`config.mk`:
```
export PLATFORM = sky130hd
export DESIGN_NAME = hostwake_ctl
export DESIGN_NICKNAME = d
export VERILOG_FILES = /design/src/rtl/hostwake_ctl.sv
export SDC_FILE = /design/constraint.sdc
export NUM_CORES = 1
export LEC_CHECK = 0
export BUFFER_PORTS_ARGS = -buffer_cell sky130_fd_sc_hd__buf_2
export CORE_UTILIZATION = 33
export DETAILED_ROUTE_END_ITERATION = 8
export PLACE_DENSITY = 0.75
export SYNTH_ARGS = -nofsm -noshare
export SYNTH_HDL_FRONTEND = slang
export SYNTH_SLANG_ARGS = --single-unit
export TNS_END_PERCENT = 1
```
`constraint.sdc`:
```
create_clock -name clk -period 1.6 [get_ports clk]
set_input_delay 0.24 -clock clk [delete_from_list [all_inputs] [get_ports clk]]
set_output_delay 0.24 -clock clk [all_outputs]
set_load 0.005 [all_outputs]
```
`src/rtl/hostwake_ctl.sv`:
```
module hostwake_ctl #(
  parameter int DROP_LAT = 4
) (
  input  logic        clk,
  input  logic        rst_n,
  input  logic        wr_en,
  input  logic [31:0] wr_data,
  input  logic        sw_reset,
  input  logic        dom_clk_ready,
  input  logic        dom_sleeping,
  input  logic [1:0]  ps_state,
  input  logic        rfkill_pin,
  input  logic [3:0]  strap_pins,
  output logic [31:0] rd_data,
  output logic        wake_req,
  output logic        access_grant,
  output logic        rfkill_irq
);
  localparam int CW = (DROP_LAT < 2) ? 1 : $clog2(DROP_LAT + 1);
  localparam int B_RDY = 0, B_INIT = 2, B_ACC = 3, B_SLP = 4, B_XTAL = 10, B_RFK = 27;
  localparam int STRAP_LO = 6, PS_LO = 24;
  localparam logic [31:0] WR_MASK = (32'd1 << B_INIT) | (32'd1 << B_ACC) | (32'd1 << B_XTAL);
  localparam logic [31:0] SW_CLR  = (32'd1 << B_INIT) | (32'd1 << B_ACC);

  logic [31:0]   host_q;
  logic [CW-1:0] drain_q;
  logic          rdy_q, slp_q, grant_q;
  logic [1:0]    ps_q;
  logic [2:0]    rfk_q;

  always_ff @(posedge clk or negedge rst_n) begin
    if (!rst_n) begin
      host_q  <= '0;
      drain_q <= '0;
      rdy_q   <= 1'b0;
      slp_q   <= 1'b0;
      grant_q <= 1'b0;
      ps_q    <= '0;
      rfk_q   <= '0;
    end else begin
      if (sw_reset)   host_q <= host_q & ~SW_CLR;
      else if (wr_en) host_q <= wr_data & WR_MASK;

      if (sw_reset)            drain_q <= CW'(DROP_LAT);
      else if (drain_q != '0)  drain_q <= drain_q - 1'b1;

      if (drain_q == CW'(1))   rdy_q <= 1'b0;
      else if (drain_q == '0)  rdy_q <= host_q[B_INIT] & dom_clk_ready;

      slp_q   <= dom_sleeping;
      ps_q    <= ps_state;
      rfk_q   <= {rfk_q[1:0], rfkill_pin};
      grant_q <= host_q[B_ACC] & rdy_q & ~slp_q;
    end
  end

  always_comb begin
    rd_data                        = host_q & WR_MASK;
    rd_data[B_RDY]                 = rdy_q;
    rd_data[B_SLP]                 = slp_q;
    rd_data[STRAP_LO+3:STRAP_LO]   = strap_pins;
    rd_data[PS_LO+2:PS_LO]         = {1'b0, ps_q};
    rd_data[B_RFK]                 = rfk_q[1];
  end

  assign wake_req     = host_q[B_ACC];
  assign access_grant = grant_q;
  assign rfkill_irq   = rfk_q[1] ^ rfk_q[2];
endmodule

```
==> summary.txt <==
Clock tree
  – H-tree depth: 1
  – Num Clock Sinks: 14
  – Clock transition at the registers of the reported paths: about 80 ps
  – CTS max path bufs: 2
  – Skew-Pair Late Insertion Delay: approximately 270 ps
  – Inserted Clock Buffers: 3
  – Setup Buffers After CTS: 0
  – CTS tree: built
  – Clock Tree Root: clkbuf_4

Power and ir drop
  – P_int: 676.8 uW
  – Switching Fraction: a little under 30%
  – Reg power frac: roughly 47%
  – Max IR drop VDD: between 0.4 and 0.5 mV
  – Cell leakage power: about 0.44 nW
  – Combinational power share: roughly 28%
  – Clock network power share: approximately a quarter
  – Cell area power density: ~1200 nW/um^2
  – Psw: 275.5 uW

Worst hold path
  – Hold path endpoint: rfk_q[0]
  – Worst hold path type: in2reg
  – Hold-critical path depth: 1
  – Hold Crit Start: rfkill_pin

Finish
  – Non-Filler Instances: 112
  – Most frequent cells in the layout: buf_2 (22), conb_1 (20), dfrtp_1 (14)
  – Nets@finish: ~130
  – ANT cells: 0
  – Layout area overhead: 6.973%
  – Most common cell after layout, fill and taps aside: buf_2
  – Filler cell count: just over 200
  – Fin util: approximately two fifths
  – Share of layout cells above drive strength 1: between 30% and 40%

Timing
  – Pins Over Slew Limit: 0
  – RSZ-0062 raised after global routing: no
  – Max Freq: just over 700 MHz
  – Setup TNS: 0 ps
  – Final WS setup: 196.7 ps
  – Final setup fails: 0
  – Clock skew: 5.243 ps
  – Final Hold Fails: 0
  – Hold WS: 77.67 ps
  – Minimum clock period: 1403 ps
  – Final period util: between 80 and 90%

Place
  – HPWL Detailed: around 800 um
  – Inst Count DP: roughly 110
  – GPL Wtd Cong: a little over 0.7
  – Pre-CTS WS: 201.6 ps
  – Port bufs: 22

Run status
  – Status: finished clean

GRT
  – Pin count of the biggest net entering global routing: 15
  – Total GRT Usage: 8.936%
  – First-pass GRT wire length: around 1.6 mm
  – Initial antenna violation count: 0
  – Number of global-route vias before repair: 390
  – Grt ovf: 0

Setup path
  – Crit path DAT: roughly 1600 ps
  – CP max FO: 7
  – CP max stage delay: ~370 ps
  – R2R Path End: drain_q[2]
  – Internal reg-to-reg setup slack: 200 ps
  – R2r worst-path depth: 5
  – Critical Path Sink Type: flop
  – Worst endpoint required time: between 1500 and 2000 ps
  – Slowest CP cell: dfrtp_1
  – Origin of the critical flop-to-flop path: drain_q[1]
  – Crit path cell chain: inv_1, ha_1, ha_1, nor2_1, a211o_1
  – Startpoint types: flop
  – Crit Path Class: reg2reg
  – CP most frequent cell: ha_1

Logic synthesis
  – YS warnings: 0
  – Cell Area, Synth: between 700 and 800 sq um
  – Register area share after synthesis: between 40% and 50%
  – Post-Synthesis Cells: 67
  – FF+latch count, synth: 14
  – Mean Syn Cell Area: between 10 and 15 sq um
  – Yosys cell types: 15

Drt
  – Iter 0 DRT Violations: 4
  – WL per Instance: slightly below 9 um
  – DRT Pass-1 Iters: 2
  – Final ANT Viol Nets: 0
  – Via count: about 440
  – Drc violations: 0
  – Vias/cell: between 3 and 4
  – Routed wire length: 971 um

Job
  – Max Cap Viol: 0

Die
  – DIE AREA: between 2000 and 2500 sq um
  – IO Count: 80
  – Cell Rows: 16
  – Die height: around 50 um
  – Initial Util: a little over a third
  – Die W: 49.22 um
  – Core area: around 2000 sq um
==> flip-flops by register name (all words and copies together) (netlist names) <==
signal        flops
host_q            3
rfk_q             3
drain_q           3
access_grant      1
rdy_q             1
ps_q              2
slp_q             1
==> power groups by stage <==
stage	registers (mW)	logic [mW]	clock network (mW)
2_1_floorplan	0.450	0.235	0
3_3_place_gp	0.452	0.232	0
3_5_place_dp	0.454	0.267	0
4_1_cts	0.447	0.272	0.243
5_1_grt	0.455	0.308	0.262
6_report	0.446	0.267	0.239
==> cell type report <==
cell class	count	area (sq um)	area share [%]
tap	27	33.78	4.293
inverter	3	11.26	1.431
sequential	14	350.3	44.52
clock buffer	4	36.28	4.610
timing repair buffer	23	120.1	15.26
multi-input combinational	41	235.2	29.89
==> worst max path at each step <==
stage / from / to / cells after the start
floorplan: drain_q[0] / drain_q[2] / 5
global placement: drain_q[0] / drain_q[2] / 5
detailed placement: drain_q[0] / drain_q[2] / 5
CTS: drain_q[0] / drain_q[2] / 5
global route: drain_q[1] / drain_q[1] / 5
finish: drain_q[1] / drain_q[2] / 5
==> what timing repair did <==
action	4_1_cts	5_1_grt
hold endpoints to repair	14	0
gates resized for setup	0	0
hold buffers	1	0
==> routing by layer <==
layer | vias to the layer above | track usage, % | part of all wire (%)
met5 | - | 0 | 0
met1 | 210 | 8.317 | 35
li1 | 200 | - | -
met4 | 0 | 6.373 | 2.1
met3 | 2 | 4.050 | 9.8
met2 | 29 | 15.30 | 53
==> kinds of logic (layout without fill, tap and decap cells) <==
family / after synthesis / after routing / synth area share [%]
AOI/OAI and AO/OA: 3 / 3 / 3.402
adders and majority gates: 3 / 3 / 5.103
and+or+nand+nor: 10 / 10 / 6.123
muxes: 3 / 3 / 4.761
other: 1 / 20 / 0.5097
DFF: 14 / 14 / 47.62
buffers and inverters: 31 / 30 / 30.10
xor gates and xnor gates: 2 / 2 / 2.381
==> worst max-delay path: cells and delay by family (launching register included) <==
family,cells,cell delay [ps]
AOI/OAI and AO/OA,1,270
adders and majority gates,2,470
buffers and inverters,1,100
DFF,1,370
and+or+nand+nor,1,80
==> per-stage QoR <==
stage / cell area [sq um] / power (mW)
6_report: 787.0 / 0.9523
5_1_grt: 787.0 / 1.025
4_1_cts: 787.0 / 0.9623
3_5_place_dp: 740.7 / 0.7208
3_3_place_gp: 740.7 / 0.6838
2_1_floorplan: 807.0 / 0.6848
==> synthesized netlist by cell type (all sizes together) <==
cell type | n | area share (%)
nand2 | 2 | 1.0
dfrtp | 14 | 48
nor2b | 2 | 2.0
nor2 | 6 | 3.1
mux2 | 1 | 2.0
ha | 3 | 5.1
a211oi | 1 | 1.0
mux2i | 2 | 2.7
a211o | 1 | 1.2
conb | 1 | 0.51
inv | 3 | 1.5
a221oi | 1 | 1.2
buf | 28 | 29
xor2 | 2 | 2.4
No activity file was read; power rests on OpenSTA's default activity.
